## src/rtl/cc_pkg.sv

```systemverilog
package cc_pkg;

  typedef logic [2:0] ccode_t;

  typedef enum logic [1:0] {
    CLS_DIRECT  = 2'd0,
    CLS_CSTEAL  = 2'd1,
    CLS_UNKNOWN = 2'd2
  } cmd_class_e;

  localparam logic [3:0] FN_PREPARE    = 4'h0;
  localparam logic [3:0] FN_UNIT_RESET = 4'h1;
  localparam logic [3:0] FN_READ_ID    = 4'h2;
  localparam logic [3:0] FN_CS_FIRST   = 4'h8;
  localparam logic [3:0] FN_CS_LAST    = 4'hB;

  localparam ccode_t CC_NOT_ATT   = 3'd0;
  localparam ccode_t CC_BUSY      = 3'd1;
  localparam ccode_t CC_RST_PEND  = 3'd2;
  localparam ccode_t CC_REJECT    = 3'd3;
  localparam ccode_t CC_UNUSED    = 3'd4;
  localparam ccode_t CC_PARITY    = 3'd5;
  localparam ccode_t CC_CTRL_BUSY = 3'd6;
  localparam ccode_t CC_ACCEPT    = 3'd7;

  // Allowed code positions per class, bit n = code n may be reported
  localparam logic [7:0] MASK_DIRECT  = 8'b1010_0001;
  localparam logic [7:0] MASK_CSTEAL  = 8'b1110_1111;
  localparam logic [7:0] MASK_UNKNOWN = 8'b0010_1001;

  function automatic cmd_class_e classify(input logic [3:0] fn);
    if (fn == FN_PREPARE || fn == FN_UNIT_RESET || fn == FN_READ_ID)
      return CLS_DIRECT;
    else if (fn >= FN_CS_FIRST && fn <= FN_CS_LAST)
      return CLS_CSTEAL;
    else
      return CLS_UNKNOWN;
  endfunction

  function automatic logic [7:0] class_mask(input cmd_class_e cls);
    case (cls)
      CLS_DIRECT: return MASK_DIRECT;
      CLS_CSTEAL: return MASK_CSTEAL;
      default:    return MASK_UNKNOWN;
    endcase
  endfunction

  // Lowest set bit wins: code 0 has the highest priority
  function automatic ccode_t lowest_set(input logic [7:0] v);
    ccode_t r;
    r = CC_ACCEPT;
    for (int i = 7; i >= 0; i--) begin
      if (v[i]) r = ccode_t'(i);
    end
    return r;
  endfunction

endpackage

```

## src/rtl/cc_cmd_decode.sv

```systemverilog
module cc_cmd_decode
  import cc_pkg::*;
(
  input  logic [3:0] func_i,
  input  logic [3:0] mod_i,
  input  logic       blk_addr_lsb_i,
  output cmd_class_e class_o,
  output logic       bad_param_o
);

  always_comb begin
    class_o = classify(func_i);
    case (class_o)
      CLS_DIRECT: bad_param_o = 1'b0;
      CLS_CSTEAL: bad_param_o = blk_addr_lsb_i | (mod_i > 4'd1);
      default:    bad_param_o = 1'b1;
    endcase
  end

endmodule

```

## src/rtl/cc_countdown.sv

```systemverilog
module cc_countdown #(
  parameter int unsigned LOAD_VAL   = 8,
  parameter bit          ARM_ON_RST = 1'b0
) (
  input  logic clk_i,
  input  logic rst_i,
  input  logic load_i,
  output logic active_o
);

  localparam int unsigned CNT_W = $clog2(LOAD_VAL + 1);

  logic [CNT_W-1:0] cnt_q;

  always_ff @(posedge clk_i) begin
    if (rst_i)
      cnt_q <= ARM_ON_RST ? CNT_W'(LOAD_VAL) : '0;
    else if (load_i)
      cnt_q <= CNT_W'(LOAD_VAL);
    else if (cnt_q != '0)
      cnt_q <= cnt_q - CNT_W'(1);
  end

  assign active_o = (cnt_q != '0);

endmodule

```

## src/rtl/cc_busy_tracker.sv

```systemverilog
module cc_busy_tracker #(
  parameter int unsigned UNIT_W = 2
) (
  input  logic                     clk_i,
  input  logic                     rst_i,
  input  logic                     set_i,
  input  logic [UNIT_W-1:0]        set_unit_i,
  input  logic                     clr_i,
  input  logic [UNIT_W-1:0]        clr_unit_i,
  output logic [(1<<UNIT_W)-1:0]   busy_o
);

  localparam int unsigned N_UNITS = 1 << UNIT_W;

  for (genvar g = 0; g < N_UNITS; g++) begin : g_unit
    logic busy_q;
    always_ff @(posedge clk_i) begin
      if (rst_i)
        busy_q <= 1'b0;
      else if (set_i && set_unit_i == UNIT_W'(g))
        busy_q <= 1'b1;
      else if (clr_i && clr_unit_i == UNIT_W'(g))
        busy_q <= 1'b0;
    end
    assign busy_o[g] = busy_q;
  end

endmodule

```

## src/rtl/cc_code_select.sv

```systemverilog
module cc_code_select
  import cc_pkg::*;
(
  input  cmd_class_e  class_i,
  input  logic [7:0]  cond_i,
  output logic [7:0]  mask_o,
  output ccode_t      code_o
);

  always_comb begin
    mask_o = class_mask(class_i);
    code_o = lowest_set(cond_i & mask_o);
  end

endmodule

```

## src/rtl/ccode_arbiter.sv

```systemverilog
module ccode_arbiter
  import cc_pkg::*;
#(
  parameter int unsigned UNIT_W   = 2,
  parameter int unsigned ADDR_W   = 16,
  parameter int unsigned DATA_W   = 16,
  parameter int unsigned RST_CYC  = 12,
  parameter int unsigned HOLD_CYC = 5,
  parameter logic [DATA_W-1:0] ID_BASE = 16'h4A60
) (
  input  logic                    clk_i,
  input  logic                    rst_i,
  input  logic                    cmd_valid_i,
  input  logic [UNIT_W-1:0]       cmd_unit_i,
  input  logic [3:0]              cmd_func_i,
  input  logic [3:0]              cmd_mod_i,
  input  logic [ADDR_W-1:0]       cmd_blk_addr_i,
  input  logic                    cmd_par_err_i,
  input  logic [(1<<UNIT_W)-1:0]  unit_attached_i,
  input  logic                    irq_ack_i,
  input  logic [UNIT_W-1:0]       irq_ack_unit_i,
  output logic                    rsp_valid_o,
  output logic                    cc_even_o,
  output logic                    cc_carry_o,
  output logic                    cc_ovfl_o,
  output logic [DATA_W-1:0]       rsp_data_o,
  output logic                    fetch_o,
  output logic [ADDR_W-1:0]       fetch_addr_o
);

  localparam int unsigned N_UNITS = 1 << UNIT_W;

  cmd_class_e          cmd_class;
  logic                bad_param;
  logic [N_UNITS-1:0]  unit_busy_vec;
  logic                rst_pending;
  logic                ctrl_active;
  logic [UNIT_W-1:0]   hold_unit_q;
  logic                ctrl_conflict;
  logic [7:0]          cond_vec;
  logic [7:0]          active_mask;
  ccode_t              sel_code;
  logic                cmd_accept;
  logic                cs_accept;
  logic                ureset_accept;
  logic                rdid_accept;

  cc_cmd_decode u_decode (
    .func_i         (cmd_func_i),
    .mod_i          (cmd_mod_i),
    .blk_addr_lsb_i (cmd_blk_addr_i[0]),
    .class_o        (cmd_class),
    .bad_param_o    (bad_param)
  );

  assign ctrl_conflict = ctrl_active && (hold_unit_q != cmd_unit_i);

  always_comb begin
    cond_vec               = '0;
    cond_vec[CC_NOT_ATT]   = ~unit_attached_i[cmd_unit_i];
    cond_vec[CC_BUSY]      = unit_busy_vec[cmd_unit_i];
    cond_vec[CC_RST_PEND]  = rst_pending;
    cond_vec[CC_REJECT]    = bad_param;
    cond_vec[CC_UNUSED]    = 1'b0;
    cond_vec[CC_PARITY]    = cmd_par_err_i;
    cond_vec[CC_CTRL_BUSY] = ctrl_conflict;
    cond_vec[CC_ACCEPT]    = 1'b1;
  end

  cc_code_select u_select (
    .class_i (cmd_class),
    .cond_i  (cond_vec),
    .mask_o  (active_mask),
    .code_o  (sel_code)
  );

  assign cmd_accept    = cmd_valid_i && (sel_code == CC_ACCEPT);
  assign cs_accept     = cmd_accept && (cmd_class == CLS_CSTEAL);
  assign ureset_accept = cmd_accept && (cmd_func_i == FN_UNIT_RESET);
  assign rdid_accept   = cmd_accept && (cmd_func_i == FN_READ_ID);

  cc_busy_tracker #(.UNIT_W(UNIT_W)) u_busy (
    .clk_i      (clk_i),
    .rst_i      (rst_i),
    .set_i      (cs_accept),
    .set_unit_i (cmd_unit_i),
    .clr_i      (irq_ack_i),
    .clr_unit_i (irq_ack_unit_i),
    .busy_o     (unit_busy_vec)
  );

  cc_countdown #(.LOAD_VAL(RST_CYC), .ARM_ON_RST(1'b1)) u_rst_pend (
    .clk_i    (clk_i),
    .rst_i    (rst_i),
    .load_i   (ureset_accept),
    .active_o (rst_pending)
  );

  cc_countdown #(.LOAD_VAL(HOLD_CYC), .ARM_ON_RST(1'b0)) u_ctrl_hold (
    .clk_i    (clk_i),
    .rst_i    (rst_i),
    .load_i   (cs_accept),
    .active_o (ctrl_active)
  );

  always_ff @(posedge clk_i) begin
    if (rst_i)
      hold_unit_q <= '0;
    else if (cs_accept)
      hold_unit_q <= cmd_unit_i;
  end

  always_ff @(posedge clk_i) begin
    if (rst_i || !cmd_valid_i) begin
      rsp_valid_o  <= 1'b0;
      cc_even_o    <= 1'b0;
      cc_carry_o   <= 1'b0;
      cc_ovfl_o    <= 1'b0;
      rsp_data_o   <= '0;
      fetch_o      <= 1'b0;
      fetch_addr_o <= '0;
    end else begin
      rsp_valid_o  <= 1'b1;
      cc_even_o    <= sel_code[2];
      cc_carry_o   <= sel_code[1];
      cc_ovfl_o    <= sel_code[0];
      rsp_data_o   <= rdid_accept ? (ID_BASE + DATA_W'(cmd_unit_i)) : '0;
      fetch_o      <= cs_accept;
      fetch_addr_o <= cs_accept ? cmd_blk_addr_i : '0;
    end
  end

endmodule

```

## config.mk

```make
export PLATFORM = sky130hd
export DESIGN_NAME = ccode_arbiter
export DESIGN_NICKNAME = d
export VERILOG_FILES = /design/src/rtl/cc_pkg.sv /design/src/rtl/cc_cmd_decode.sv /design/src/rtl/cc_countdown.sv /design/src/rtl/cc_busy_tracker.sv /design/src/rtl/cc_code_select.sv /design/src/rtl/ccode_arbiter.sv
export SDC_FILE = /design/constraint.sdc
export NUM_CORES = 1
export LEC_CHECK = 0
export BUFFER_PORTS_ARGS = -buffer_cell sky130_fd_sc_hd__clkbuf_2
export CORE_ASPECT_RATIO = 1.1
export CORE_MARGIN = 5
export CORE_UTILIZATION = 45
export DETAILED_ROUTE_END_ITERATION = 10
export PLACE_DENSITY = 0.84
export SLEW_MARGIN = 20
export SYNTH_ARGS = -nofsm -noshare
export SYNTH_HDL_FRONTEND = slang
export SYNTH_SLANG_ARGS = --single-unit
```

## constraint.sdc

```tcl
create_clock -name clk_i -period 5.6 [get_ports clk_i]
set_clock_uncertainty 0.15 [all_clocks]
set_input_delay 1.12 -clock clk_i [delete_from_list [all_inputs] [get_ports clk_i]]
set_output_delay 1.12 -clock clk_i [all_outputs]
set_load 0.005 [all_outputs]
```

# Yosys cells after proc, flatten, opt, wreduce, memory -nomap -nowiden
# Cells that the tools add are included.
# op_classes
add_sub_neg	3
n_lt_le_gt_ge	4
n_eq_ne	11
muxes	26
bitwise	5
reduce_logical	33
# ops
op	count
3-bit 2-to-1 mux	6
15-bit by 2-bit adder with 16-bit output, first input constant	1
1-bit logical AND	14
7-bit case mux with 2 select lines	1
1-bit 2-to-1 mux	12
2-bit nonzero test	5
2-bit == test, second input constant	4
2-bit 2-to-1 mux	4
2-bit OR reduction	4
7-bit bitwise AND	1
2-bit by 1-bit == test with 1-bit output, second input constant	3
2-bit zero test	3
1-bit binary-select mux with 2-bit select	2
4-bit by 1-bit == test with 1-bit output, second input constant	1
4-bit by 2-bit == test with 1-bit output, second input constant	1
4-bit >= comparator, second input constant	1
4-bit by 1-bit greater-than comparator with 1-bit output, second input constant	1
4-bit <= comparator, second input constant	1
4-bit zero test	1
4-bit nonzero test	1
4-bit by 1-bit subtractor with 4-bit output, second input constant	1
3-bit == test, second input constant	1
1-bit logical OR	3
2-bit by 3-bit < comparator with 1-bit output, second input constant	1
7 further kinds	9
# word_totals
register_bits	50

# Longest topological paths before layout
# depth
depth_word	19
depth_mapped	8
depth_no_buf	6

# By module
# From an unflattened synthesis, not the netlist that was laid out.
# hier_totals
cells_unflattened	173
hier_area_um2	1796.7
# modules_own_cells
module	n_inst	cells_each	area_each_um2	seq_area_each_um2
ccode_arbiter	1	83	973.4	520.5
cc_busy_tracker	1	23	229.0	80.1
cc_countdown at u_rst_pend	1	22	227.7	80.1
cc_countdown at u_ctrl_hold	1	18	170.2	60.1
cc_code_select	1	21	153.9	0.0
cc_cmd_decode	1	6	42.5	0.0

# Worst setup path after synthesis
# No wires, ideal clock.
# synth_path
path_type	input -> register
from	input port cmd_unit_i[1]
to	register fetch_addr_o[10]
setup_time_ps	74
arrival_ps	2526
t_required_ps	5376
setup_slack_ps	2849
path_stages	6
path_cell_list	buf_6 -> mux4_2 -> nor3b_4 -> nand4_4 -> buf_6 -> nor3b_2
# synth_between
elab_chain_len	15
word_cells_on_any_way	20
classes_between	eq/ne: 2; mux: 11; bitwise: 3; reduce/logical: 4
# synth_lines
element	line	rtl
start: declaration	ccode_arbiter.sv:14	input logic [UNIT_W-1:0] cmd_unit_i,
2-bit != test	ccode_arbiter.sv:56	assign ctrl_conflict = ctrl_active && (hold_unit_q != cmd_unit_i);
1-bit logical AND	ccode_arbiter.sv:56	
7-bit bitwise AND (*)	cc_code_select.sv:12	code_o = lowest_set(cond_i & mask_o);
1-bit 2-to-1 mux	cc_pkg.sv:53	if (v[i]) r = ccode_t'(i);
2-bit 2-to-1 mux (2 in a row)	cc_pkg.sv:53	
3-bit 2-to-1 mux (3 in a row)	cc_pkg.sv:53	
3-bit 2-to-1 mux (*)	cc_pkg.sv:53	
3-bit == test (*)	ccode_arbiter.sv:77	assign cmd_accept = cmd_valid_i && (sel_code == CC_ACCEPT);
1-bit logical AND (*)	ccode_arbiter.sv:77	
1-bit logical AND (*)	ccode_arbiter.sv:78	assign cs_accept = cmd_accept && (cmd_class == CLS_CSTEAL);
1-bit inverter (no source line) (*)	-	
2-bit OR reduction (no source line) (*)	-	
end signal: assignment	ccode_arbiter.sv:129	fetch_addr_o <= cs_accept ? cmd_blk_addr_i : '0;
end: declaration	ccode_arbiter.sv:28	output logic [ADDR_W-1:0] fetch_addr_o
# Mark *: on every way between the ends. The rest lies on a longest branch, timed or not. The select of a mux whose other input is x is not followed.
# A chain may end at the register's enable or synchronous reset.

# Worst setup path in the final report
# layout_path
from	input port cmd_unit_i[1]
to	register u_busy.g_unit[1].busy_q
# layout_between
elab_chain_len	15
word_cells_on_any_way	22
classes_between	eq/ne: 3; mux: 12; bitwise: 2; reduce/logical: 5
# layout_lines
element	line	rtl
2-bit != test	ccode_arbiter.sv:56	
1-bit logical AND	ccode_arbiter.sv:56	
7-bit bitwise AND	cc_code_select.sv:12	
1-bit 2-to-1 mux	cc_pkg.sv:53	
2-bit 2-to-1 mux (2 in a row)	cc_pkg.sv:53	
3-bit 2-to-1 mux (4 in a row)	cc_pkg.sv:53	
3-bit == test	ccode_arbiter.sv:77	
1-bit logical AND	ccode_arbiter.sv:77	
1-bit logical AND	ccode_arbiter.sv:78	
1-bit logical AND (*)	cc_busy_tracker.sv:20	else if (set_i && set_unit_i == UNIT_W'(g))
1-bit 2-to-1 mux / 2-bit nonzero test (equally long branches)	-	
end signal: assignment	cc_busy_tracker.sv:19	busy_q <= 1'b0;
end signal: assignment	cc_busy_tracker.sv:21	busy_q <= 1'b1;
end signal: assignment	cc_busy_tracker.sv:23	busy_q <= 1'b0;
end: declaration	cc_busy_tracker.sv:16	logic busy_q;
# Marks and branches as above.

==> metrics.cfg <==
[worst_setup_path]
r2r-start = u_rst_pend.cnt_q[0]$_SDFFE_PP0N_
cp.arrival_ns = 2.89
crit_chain = clkbuf_2, mux4_2, nor3b_4, nand4_4, o41ai_1
path_class = in2reg
start_kind = primary input
cpPeakStageDelay_ns = 0.60
critPathSlowestCell = mux4_2
r2r_setup_slack_ns = 3.34
crit_end = u_busy.g_unit[1].busy_q$_SDFFE_PP0P_
crit_path_start = cmd_unit_i[1]
r2r_cells = 6
cp.required_ns = 5.63
crit_fanout = 17
reg2reg_to = u_busy.g_unit[1].busy_q$_SDFFE_PP0P_
end_kind = flip-flop

[timing]
hold_slack_ns = 0.341
worstMarginPinSlew_ns = 0.508
period_needed_ns = 2.86
hold_violations = 0
rsz0062_at_grt = false
finalMaxSlewViolations = 0
max_freq_mhz = 350
setup_tns_ns = 0
timing.final.ws_setup_ns = 2.74
relSlewSlack_pct = 65.8
setup_violations = 0
post-route-period-util_pct = 51.1

[synth]
ys.warnings.count = 0
syn_avg_cell_area_um2 = 9.80
yosysSeqAreaShare_pct = 44.7
yosysTopAreaCellShare_pct = 44.7
synth_cell_types = 43
synth_mux_area_share_pct = 5.36
synthXorXnorAreaFrac_pct = 2.11
ys.flop_type = dfxtp_1
synth_adder_area_share_pct = 2.27
synth_commonest_cells = dfxtp_1 (37), inv_1 (19), buf_4 (13)
synth_top_family_by_area = simple AND/OR/NAND/NOR gates
yosys.area_share.simple_pct = 23.3
ys_top_cells_by_area = dfxtp_1 (45%), buf_4 (5.9%), nor3b_2 (4.5%)
syn_area_mm2 = 0.00166
synth_compound_area_share_pct = 9.37
synthArstFlopShare_pct = 0
synthCells = 169
synth-edff-count = 0
synth_area_leader_cell = dfxtp_1
yosysMostFrequentCell = dfxtp_1
ys_ff_latch = 37

[floorplan]
design.core.area_mm2 = 0.00360
die_h_um = 73.6
die_w_um = 67.9
dieArea_mm2 = 0.00500
start_util_pct = 46.1
pin_count = 74
num_rows = 23

[power]
power_density_mw_per_mm2 = 285
swShare_pct = 27.6
cell_internal_pwr_mw = 0.414
pwr-share-seq_pct = 50.4
combinationalPowerShare_pct = 18.9
ir_drop_v = 0.000103
power_leakage_nw = 0.986
p_clk_share_pct = 30.7
power.switching_mw = 0.158

[clocking]
cts_tree = done
ctsResizeCount = 0
clkLatencyLatePin_ns = 0.29
clk_pin_slew_ns = 0.07
clkSinkCount = 37
cts_inserted_buffers = 5
cts_buffer_depth = 2
postCtsSetupBuffers = 0
root_buffer = clkbuf_8
htree_levels = 2
hold_buffers = 0

[global_routing]
grt_usage_pct = 13.2
antenna_found_initial = 0
grt_pass1_wl_mm = 4.96
grt_max_degree = 26
grt_pass1_vias = 1164
gr-total-overflow = 0

[cells_and_area]
antenna_cells = 0
area_growth_pct = 21.5
layout-drive-gt1-share_pct = 36.7
final_cells = 279
fin_nets = 268
fin_util_pct = 55.9

[place]
hpwlAfterDp_mm = 2.52
dp_slack_ns = 2.44
io_buffers = 63
dpl.cell_count = 271
gp_congestion = 0.851

[drt]
drcViolationCount = 0
routedWlPerCell_um = 11.6
drtIter0Drc = 70
routed_via_density = 4.75
drtPass1Iterations = 4
postRouteWirelength_mm = 3.24
antenna_left = 0
via_count = 1326

[min_path]
hold_class = reg2reg

[flow_run]
max-cap-violations = 0

[run_status]
outcome = complete, no violations

-- placed cells by master, fill, tap and decap left out, types with 2 or more instances in the layout --
cell and n:
a21oi_1 6, a41oi_1 2, clkbuf_2 63, clkbuf_8 5, clkinv_2 2, conb_1 10, dfxtp_1 37, ha_1 3
inv_1 19, mux2i_1 4, nand2_1 5, nand2b_1 7, nand3_1 2, nand3b_1 2, nor2_1 8, nor2b_1 2
nor3_1 10, nor3b_1 2, nor3b_2 6, o21ai_0 6, o22ai_1 2, o41ai_1 2, or3_1 2, xnor2_1 2
xor2_1 2
-- final cells by class --
type | instances | area (um^2)
Multi-Input combinational cell | 102 | 739
Tap cell | 50 | 62.6
Inverter | 19 | 71.3
Sequential cell | 37 | 741
Fill cell | 340 | 1590
Clock buffer | 6 | 72.6
Timing Repair Buffer | 63 | 315
Clock inverter | 2 | 10.0
-- through the flow --
stage          instance area [um^2]  total power [mW]
3_3_place_gp                   1930             0.395
5_1_grt                        2010             0.600
2_1_floorplan                  1690             0.376
3_5_place_dp                   1930             0.400
4_1_cts                        2010             0.573
6_report                       2010             0.572
-- power groups by stage --
stage               Clock (mW)  Combinational (mW)  Sequential (mW)
floorplan                    0              0.0841            0.292
global placement             0               0.102            0.293
detailed placement           0               0.106            0.294
CTS                      0.178               0.107            0.288
global route             0.186               0.124            0.290
finish                   0.176               0.108            0.288
-- critical path: cells and delay by family --
kind            cells  cell delay, ns
compound gates      1            0.35
buf+inv             1            0.22
simple gates        2            0.60
mux                 1            0.60
-- metal layers --
metal	track usage, %	wire length, um	vias to the layer above
li1	-	-	666
met2	22.7	1590	64
met4	7.28	31	0
met1	14.9	1310	591
met5	0	0	-
met3	2.91	309	5
-- worst min path at each step --
stage / slack, ns / endpoint / from / depth (start not counted)
2_1_floorplan: 0.31 / u_busy.g_unit[2].busy_q$_SDFFE_PP0P_ / u_busy.g_unit[2].busy_q$_SDFFE_PP0P_ / 2
3_3_place_gp: 0.32 / hold_unit_q[0]$_SDFFE_PP0P_ / hold_unit_q[0]$_SDFFE_PP0P_ / 2
3_5_place_dp: 0.33 / hold_unit_q[0]$_SDFFE_PP0P_ / hold_unit_q[0]$_SDFFE_PP0P_ / 2
4_1_cts: 0.34 / hold_unit_q[0]$_SDFFE_PP0P_ / hold_unit_q[0]$_SDFFE_PP0P_ / 2
5_1_grt: 0.35 / hold_unit_q[0]$_SDFFE_PP0P_ / hold_unit_q[0]$_SDFFE_PP0P_ / 2
6_report: 0.34 / hold_unit_q[0]$_SDFFE_PP0P_ / hold_unit_q[0]$_SDFFE_PP0P_ / 2
-- registers in the layout, indices dropped and copies added, names as in the netlist, 2 cells and up --
signal and flops:
fetch_addr_o 16, hold_unit_q 2, rsp_data_o 3, u_busy.g_unit.busy_q 4
u_ctrl_hold.cnt_q 3, u_rst_pend.cnt_q 4
-- logic make-up (layout without fill, tap and decap cells) --
logic type / count (synthesis) / in the layout
buf+inv: 39 / 90
flops: 37 / 37
fa+ha+maj: 3 / 3
xor+xnor: 4 / 4
simple gates: 56 / 56
mux: 6 / 6
other cells: 1 / 10
compound gates: 23 / 23
No activity file was read; power rests on OpenSTA's default activity.
